--- src/rtl/gpo_pkg.sv ---
package gpo_pkg;
  localparam int ADDR_W = 5;

  localparam logic [ADDR_W-1:0] ADR_OWN_SET = 5'h00;
  localparam logic [ADDR_W-1:0] ADR_OWN_CLR = 5'h01;
  localparam logic [ADDR_W-1:0] ADR_OWN_STA = 5'h02;
  localparam logic [ADDR_W-1:0] ADR_OE_SET  = 5'h03;
  localparam logic [ADDR_W-1:0] ADR_OE_CLR  = 5'h04;
  localparam logic [ADDR_W-1:0] ADR_OE_STA  = 5'h05;
  localparam logic [ADDR_W-1:0] ADR_DAT_SET = 5'h06;
  localparam logic [ADDR_W-1:0] ADR_DAT_CLR = 5'h07;
  localparam logic [ADDR_W-1:0] ADR_DAT_STA = 5'h08;
  localparam logic [ADDR_W-1:0] ADR_MSK_SET = 5'h09;
  localparam logic [ADDR_W-1:0] ADR_MSK_CLR = 5'h0A;
  localparam logic [ADDR_W-1:0] ADR_MSK_STA = 5'h0B;
  localparam logic [ADDR_W-1:0] ADR_OD_SET  = 5'h0C;
  localparam logic [ADDR_W-1:0] ADR_OD_CLR  = 5'h0D;
  localparam logic [ADDR_W-1:0] ADR_OD_STA  = 5'h0E;
  localparam logic [ADDR_W-1:0] ADR_SEL_LO  = 5'h0F;
  localparam logic [ADDR_W-1:0] ADR_SEL_HI  = 5'h10;
  localparam logic [ADDR_W-1:0] ADR_PIN_STA = 5'h11;

  typedef struct packed {
    logic ownSet;
    logic ownClr;
    logic oeSet;
    logic oeClr;
    logic datSet;
    logic datClr;
    logic datWr;
    logic mskSet;
    logic mskClr;
    logic odSet;
    logic odClr;
    logic selLoWr;
    logic selHiWr;
  } gpo_strobe_t;
endpackage

--- src/rtl/gpo_ctrl.sv ---
module gpo_ctrl
  import gpo_pkg::*;
(
  input  logic              clk,
  input  logic              rstN,
  input  logic              busWrEn,
  input  logic [ADDR_W-1:0] busAddr,
  output gpo_strobe_t       stb
);
  always_comb begin
    stb = '0;
    if (busWrEn) begin
      case (busAddr)
        ADR_OWN_SET: stb.ownSet  = 1'b1;
        ADR_OWN_CLR: stb.ownClr  = 1'b1;
        ADR_OE_SET:  stb.oeSet   = 1'b1;
        ADR_OE_CLR:  stb.oeClr   = 1'b1;
        ADR_DAT_SET: stb.datSet  = 1'b1;
        ADR_DAT_CLR: stb.datClr  = 1'b1;
        ADR_DAT_STA: stb.datWr   = 1'b1;
        ADR_MSK_SET: stb.mskSet  = 1'b1;
        ADR_MSK_CLR: stb.mskClr  = 1'b1;
        ADR_OD_SET:  stb.odSet   = 1'b1;
        ADR_OD_CLR:  stb.odClr   = 1'b1;
        ADR_SEL_LO:  stb.selLoWr = 1'b1;
        ADR_SEL_HI:  stb.selHiWr = 1'b1;
        default:     stb = '0;
      endcase
    end
  end

  // one access touches at most one state
  a_r2_one_strobe: assert property (@(posedge clk) disable iff (!rstN)
    $onehot0(stb));
  // no write strobe, no state change request
  a_r2_idle_quiet: assert property (@(posedge clk) disable iff (!rstN)
    !busWrEn |-> (stb == '0));
endmodule

--- src/rtl/gpo_datapath.sv ---
module gpo_datapath
  import gpo_pkg::*;
#(
  parameter int NUM_PINS = 32,
  parameter int NUM_SRC  = 4
) (
  input  logic                              clk,
  input  logic                              rstN,
  input  gpo_strobe_t                       stb,
  input  logic [NUM_PINS-1:0]               wrData,
  input  logic                              rdEn,
  input  logic [ADDR_W-1:0]                 rdAddr,
  output logic [NUM_PINS-1:0]               rdData,
  input  logic [NUM_SRC-1:0][NUM_PINS-1:0]  periphDout,
  input  logic [NUM_SRC-1:0][NUM_PINS-1:0]  periphOe,
  input  logic [NUM_PINS-1:0]               padIn,
  output logic [NUM_PINS-1:0]               padOut,
  output logic [NUM_PINS-1:0]               padOe
);
  localparam int SEL_W = $clog2(NUM_SRC);

  logic [NUM_PINS-1:0] ownStat, oeStat, datStat, mskStat, odStat;
  logic [NUM_PINS-1:0] selLo, selHi, syncA, pinStat;

  always_ff @(posedge clk or negedge rstN) begin
    if (!rstN) begin
      ownStat <= '0; oeStat <= '0; datStat <= '0;
      mskStat <= '0; odStat <= '0; selLo <= '0; selHi <= '0;
      syncA   <= '0; pinStat <= '0;
    end else begin
      if (stb.ownSet)  ownStat <= ownStat | wrData;
      if (stb.ownClr)  ownStat <= ownStat & ~wrData;
      if (stb.oeSet)   oeStat  <= oeStat | wrData;
      if (stb.oeClr)   oeStat  <= oeStat & ~wrData;
      if (stb.datSet)  datStat <= datStat | wrData;
      if (stb.datClr)  datStat <= datStat & ~wrData;
      if (stb.datWr)   datStat <= (datStat & ~mskStat) | (wrData & mskStat);
      if (stb.mskSet)  mskStat <= mskStat | wrData;
      if (stb.mskClr)  mskStat <= mskStat & ~wrData;
      if (stb.odSet)   odStat  <= odStat | wrData;
      if (stb.odClr)   odStat  <= odStat & ~wrData;
      if (stb.selLoWr) selLo   <= wrData;
      if (stb.selHiWr) selHi   <= wrData;
      syncA   <= padIn;
      pinStat <= syncA;
    end
  end

  for (genvar p = 0; p < NUM_PINS; p++) begin : g_pin
    logic [SEL_W-1:0] code;
    logic srcLvl, srcEn;
    assign code   = {selHi[p], selLo[p]};
    assign srcLvl = ownStat[p] ? datStat[p] : periphDout[code][p];
    assign srcEn  = ownStat[p] ? oeStat[p]  : periphOe[code][p];
    assign padOut[p] = odStat[p] ? 1'b0 : srcLvl;
    assign padOe[p]  = odStat[p] ? (srcEn & ~srcLvl) : srcEn;
  end

  always_comb begin
    rdData = '0;
    if (rdEn) begin
      case (rdAddr)
        ADR_OWN_STA: rdData = ownStat;
        ADR_OE_STA:  rdData = oeStat;
        ADR_DAT_STA: rdData = datStat;
        ADR_MSK_STA: rdData = mskStat;
        ADR_OD_STA:  rdData = odStat;
        ADR_SEL_LO:  rdData = selLo;
        ADR_SEL_HI:  rdData = selHi;
        ADR_PIN_STA: rdData = pinStat;
        default:     rdData = '0;
      endcase
    end
  end

  // Cycles since reset, saturating, for the synchronizer check
  logic [1:0] ageCnt;
  always_ff @(posedge clk or negedge rstN) begin
    if (!rstN) ageCnt <= '0;
    else if (ageCnt != 2'd2) ageCnt <= ageCnt + 2'd1;
  end

  a_r2_oe_set_takes: assert property (@(posedge clk) disable iff (!rstN)
    stb.oeSet |=> ((oeStat & $past(wrData)) == $past(wrData)));
  a_r2_oe_clr_takes: assert property (@(posedge clk) disable iff (!rstN)
    stb.oeClr |=> ((oeStat & $past(wrData)) == '0));
  a_r3_masked_write: assert property (@(posedge clk) disable iff (!rstN)
    stb.datWr |=> (((datStat ^ $past(datStat)) & ~$past(mskStat)) == '0));
  a_r2_hold_idle: assert property (@(posedge clk) disable iff (!rstN)
    (stb == '0) |=> ($stable(oeStat) && $stable(datStat) && $stable(odStat)));
  a_r6_od_release: assert property (@(posedge clk) disable iff (!rstN)
    ((odStat & ownStat & datStat & padOe) == '0));
  a_r8_sync_delay: assert property (@(posedge clk) disable iff (!rstN)
    (ageCnt == 2'd2) |-> (pinStat == $past(padIn, 2)));
endmodule

--- src/rtl/gpo_bank.sv ---
module gpo_bank
  import gpo_pkg::*;
#(
  parameter int NUM_PINS = 32
) (
  input  logic                        clk,
  input  logic                        rstN,
  input  logic                        busWrEn,
  input  logic                        busRdEn,
  input  logic [4:0]                  busAddr,
  input  logic [NUM_PINS-1:0]         busWrData,
  output logic [NUM_PINS-1:0]         busRdData,
  input  logic [3:0][NUM_PINS-1:0]    periphDout,
  input  logic [3:0][NUM_PINS-1:0]    periphOe,
  input  logic [NUM_PINS-1:0]         padIn,
  output logic [NUM_PINS-1:0]         padOut,
  output logic [NUM_PINS-1:0]         padOe
);
  gpo_strobe_t stb;

  gpo_ctrl u_ctrl (
    .clk(clk), .rstN(rstN), .busWrEn(busWrEn), .busAddr(busAddr), .stb(stb)
  );

  gpo_datapath #(.NUM_PINS(NUM_PINS), .NUM_SRC(4)) u_dp (
    .clk(clk), .rstN(rstN), .stb(stb), .wrData(busWrData),
    .rdEn(busRdEn), .rdAddr(busAddr), .rdData(busRdData),
    .periphDout(periphDout), .periphOe(periphOe),
    .padIn(padIn), .padOut(padOut), .padOe(padOe)
  );
endmodule

--- config.mk ---
export PLATFORM = sky130hd
export DESIGN_NAME = gpo_bank
export DESIGN_NICKNAME = d
export VERILOG_FILES = /design/src/rtl/gpo_pkg.sv /design/src/rtl/gpo_ctrl.sv /design/src/rtl/gpo_datapath.sv /design/src/rtl/gpo_bank.sv
export SDC_FILE = /design/constraint.sdc
export NUM_CORES = 1
export LEC_CHECK = 0
export CELL_PAD_IN_SITES_DETAIL_PLACEMENT = 0
export CELL_PAD_IN_SITES_GLOBAL_PLACEMENT = 1
export CORE_ASPECT_RATIO = 1.25
export CORE_UTILIZATION = 53
export CTS_CLUSTER_SIZE = 25
export DETAILED_ROUTE_END_ITERATION = 12
export DONT_BUFFER_PORTS = 1
export PLACE_DENSITY = 0.91
export SLEW_MARGIN = 20
export SYNTH_ARGS = -nofsm -noshare
export SYNTH_HDL_FRONTEND = slang
export SYNTH_HIERARCHICAL = 1
export SYNTH_SLANG_ARGS = --single-unit
--- constraint.sdc ---
create_clock -name clk -period 3.2 [get_ports clk]
set_input_delay 0.32 -clock clk [delete_from_list [all_inputs] [get_ports clk]]
set_output_delay 0.32 -clock clk [all_outputs]
set_load 0.005 [all_outputs]
# == After elaboration in Yosys (flattened, before gate mapping) ==
# Cells that the tools add are included.
# totals
ff_bits,288
input_bits,329
output_inout_bits,96
# op_classes
magnitude_cmp,32
n_eq_ne,17
muxes,283
bitwise,79
reduce_logical,6
# ops
operator,count
binary-select mux 32 bit (select 2 bit),64
two-way mux 32 bit,14
one-hot mux 32 bit (8 select lines),1
bitwise AND 32 bit,7
bitwise OR 32 bit,6
two-way mux 1 bit,143
< comparator 2 x 3 -> 1 bit (second input constant),32
NOT 32 bit,2
two-way mux 31 bit,2
two-way mux 30 bit,2
two-way mux 29 bit,2
two-way mux 28 bit,2
two-way mux 27 bit,2
two-way mux 26 bit,2
two-way mux 25 bit,2
two-way mux 24 bit,2
two-way mux 23 bit,2
two-way mux 22 bit,2
two-way mux 21 bit,2
equality test 5 x 4 -> 1 bit (second input constant),8
two-way mux 20 bit,2
two-way mux 13 bit,3
two-way mux 19 bit,2
two-way mux 18 bit,2
24 further kinds,109

# == Depth between registers and ports, before layout ==
# logic_depth
depth_word,6
depth_mapped,7
mapped_depth_nobuf,6

# == By module ==
# The synthesis kept the hierarchy.
# modules_own_cells
module,n_inst,cells_each,area_per_inst_um2,seq_area_each_um2
gpo_datapath,1,1352,15107.0,7206.9
gpo_ctrl,1,22,122.6,0.0

# == Worst setup path after synthesis ==
# Ideal clock, no wire load.
# synth_path
path_kind,input to register
start,in busAddr[1]
end,reg u_dp.selHi[10]
arrival_time_ns,1.709
required_ns,3.075
path_slack_ns,1.366
stages,5
path_buffers,2
cell_sequence,or2_2 > nor4_1 > clkbuf_1 > buf_1 > mux2_2
# synth_rtl
item,line_no,rtl
from (decl),gpo_bank.sv:10,"input logic [4:0] busAddr,"
to (signal assigned),gpo_datapath.sv:43,if (stb.selHiWr) selHi <= wrData;
to (decl),gpo_datapath.sv:23,"logic [NUM_PINS-1:0] selLo, selHi, syncA, pinStat;"

# == Final worst setup path ==
# layout_path
start,reg u_dp.selLo[13]
end,out padOe[13]
# layout_via
elab_chain_len,6
# layout_lines
item,line_no,rtl
from (decl),gpo_datapath.sv:23,
from (signal assigned),gpo_datapath.sv:42,if (stb.selLoWr) selLo <= wrData;
binary-select mux 32 bit (select 2 bit),gpo_datapath.sv:53,assign srcLvl = ownStat[p] ? datStat[p] : periphDout[code][p];
two-way mux 14 bit (implied by the code),gpo_datapath.sv:53,
two-way mux 1 bit,gpo_datapath.sv:53,
NOT 1 bit,gpo_datapath.sv:56,assign padOe[p] = odStat[p] ? (srcEn & ~srcLvl) : srcEn;
bitwise AND 1 bit,gpo_datapath.sv:56,
two-way mux 1 bit (*),gpo_datapath.sv:56,
to (decl),gpo_bank.sv:17,output logic [NUM_PINS-1:0] padOe
# Mark *: on every way between the ends. The rest lies on a longest branch, timed or not. The select of a mux whose other input is x is not followed.

==> impl_metrics.ini <==
[synth]
avgSynthCellArea_um2 = 11.08
synthAdderAreaFrac_pct = 0
synthSimpleGateAreaFrac_pct = 5.808
syn-cell-area_um2 = 15230
yosysTopAreaCellShare_pct = 47.32
yosysUniqueCellTypes = 36
synthTopCellsByCount = a21oi_1 (324), dfrtp_1 (288), mux2_2 (100), nor2_1 (100), clkbuf_1 (97)
synth.area.mux_share_pct = 22.77
synth_top_family_by_area = multiplexers
synthXorXnorAreaFrac_pct = 0
syn_nets = 1703
yosysSeqAreaShare_pct = 47.32
ys_async_sr_fraction_pct = 100.0
yosysMostFrequentCell = a21oi_1
synth_top_area_cell = dfrtp_1
ys_warn_count = 6
syn-instance-count = 1374
synth_edf_count = 0
ys_top_cells_by_area = dfrtp_1 (47%), a21oi_1 (11%), mux4_2 (9.5%)
synth_seq_cells = 288
ys.flop_type = dfrtp_1
synth_compound_area_share_pct = 20.93

[critical_path]
crit_family = multiplexers
required_ps = 2880
path_class = reg -> out
cpPeakStageDelay_ps = 580
cpMostUsedCell = nand2_1
crit_buf_inv = 0
cp.arrival_ps = 2110
worst_setup_path_end_kind = primary output
regToRegSetupSlack_ps = 2190
crit_path_top_delay_cell = mux4_2
cp_max_fo = 4
critical_path.cell_chain = mux4_2, nand2_1, nand2_1, o21ai_0
cp-start-kind = register

[route]
dr.pass1.iters = 5
via_per_inst = 7.025
post_drt_wl_per_cell_um = 26.53
drtIter0Drc = 931
antenna_left = 0
drc_errors = 0
wl_um = 46430
vias = 12290

[clocking]
clk_path_buf_depth = 3
holdBufCountCts = 64
clk_latency_ps = 550
cts_num_sinks = 288
h-tree-depth = 1
post_cts_resized = 0
cts_made_buffers = 30
cts_root_buf = clkbuf_16
cts_setup_buffers = 0
clkTransAtPathRegs_ps = 60
cts_tree = built

[place]
numPortBuffers = 0
place_inst = 1628
dp_hpwl_um = 28420
gp_congestion = 0.8689

[sta]
slew_viol_final = 0
hold_slack_ps = -533.8
clock.fmax_mhz = 411.6
clock_skew_ps = 8.784
fin_crit_ps = 2430
final-setup-viol-count = 0
final-hold-violation-count = 288
fin_setup_tns_ps = 0
worstMarginPinSlew_ps = 1073
rsz0062_at_grt = false
maxSlewHeadroom_pct = 28.26
layout_worst_path_cycle_share_pct = 75.92

[power_and_ir_drop]
sw_frac_of_total_pct = 28.27
p_comb_share_pct = 18.2
p_int_mw = 7.375
peakVddDrop_uv = 423.0
p_seq_share_pct = 46.8
p_leak_nw = 6.720
clockPowerShare_pct = 35.0
p_switching_mw = 2.906
power_density_nw_per_um2 = 598.8

[die]
dieArea_um2 = 29420
start_util_pct = 53.78
ioPinCount = 425
die_h_um = 191.5
std_cell_rows = 69
die_x_um = 153.6
design.core.area_um2 = 28320

[finish]
final_cells = 1750
drive_gt1_share_pct = 19.40
layout.nets = 1699
regArea_um2 = 7207
multi_input_area_um2 = 7670
area_growth_pct = 12.73
final_util_pct = 60.63
fillCellCount = 2241

[run]
maxCapViolations = 0

[global_routing]
grt_max_degree = 289
grt_pass1_vias = 12160
grt_pass1_wl_um = 69350
antenna_found_initial = 4
gr-usage-all-layers_pct = 30.79
grt_overflow = 0

[outcome]
status = finished, violations left
violations = hold timing

[worst_hold_path]
min_path_type = in -> async
-- layout by cell type (no fill, tap or decap), types with 2 or more instances in the layout --
cell type	synthesis	final
a21oi_1	324	324
dfrtp_1	288	288
mux2_2	100	100
mux2i_1	90	90
nor2_1	100	86
a22oi_1	65	65
mux4_2	64	64
dlygate4sd3_1	0	64
nand2_1	39	39
o22a_1	32	32
o22ai_1	32	32
clkbuf_16	0	31
a32oi_1	31	31
nor2b_1	32	30
a31oi_1	21	21
buf_4	0	17
nor2_4	0	14
a31oi_2	11	11
clkbuf_8	0	6
clkinv_2	0	6
clkbuf_1	97	5
diode_2	0	3
bufinv_16	0	3
nand4bb_1	3	3
nand3_1	3	3
o21ai_0	3	3
clkinvlp_4	0	2
nand2b_1	2	2
nor2b_4	0	2
buf_12	0	2
-- power by group through the flow --
| stage | clock [mW] | combinational (mW) | sequential [mW] |
|---|---|---|---|
| floorplan | 0 | 1.53 | 4.67 |
| global placement | 0 | 1.66 | 4.83 |
| detailed placement | 0 | 1.72 | 4.85 |
| finish | 3.59 | 1.87 | 4.82 |
| CTS | 3.64 | 1.85 | 4.79 |
| global route | 3.78 | 2.03 | 4.88 |
-- cell families (layout without fill, tap and decap cells) --
kind of cell           after synthesis  in the layout
muxes                              254            254
and+or+nand+nor                    190            190
DFF                                288            288
buffers and inverters              120            138
AOI/OAI and AO/OA                  522            522
other                                0              3
-- through the flow --
step	instance area (um^2)	power [mW]	hold WS [ps]	worst slack (ps)
2_1_floorplan	15230	6.198	24.41	1366
3_3_place_gp	15490	6.492	35.02	750.6
3_5_place_dp	15490	6.568	32.04	735.4
4_1_cts	17150	10.29	-554.5	724.0
5_1_grt	17170	10.69	-560.4	643.4
6_report	17170	10.28	-533.8	770.4
-- worst paths after layout --
path,startpoint,to,depth (start not counted)
max in group asynchronous,rstN,u_dp/syncA[19],0
min in group clk,busWrData[21],register,3
worst max-delay path,u_dp/selLo[13],padOe[13],4
worst min register to register,u_dp/syncA[26],u_dp/pinStat[26],0
worst max register to register,register,register,4
worst min-delay path,rstN,asynchronous set/reset pin,0
-- area by class of cell --
class                   instances  share of cell area, %
diodes                          3                0.04373
clock buffers                  42                  5.109
clock inverters                12                 0.8381
multi-input cells             966                  44.67
flip-flops and latches        288                  41.98
well taps                     355                  2.587
repair buffers                 84                  4.773
-- layer usage --
metal	vias to the layer above	global-route usage [%]	share of wire (%)
li1	5245	-	-
met1	6167	39.16	39
met2	752	51.49	49
met3	125	6.234	8.6
met4	4	12.62	3.4
met5	-	0	0.062
Power figures use the tool's default switching activity.
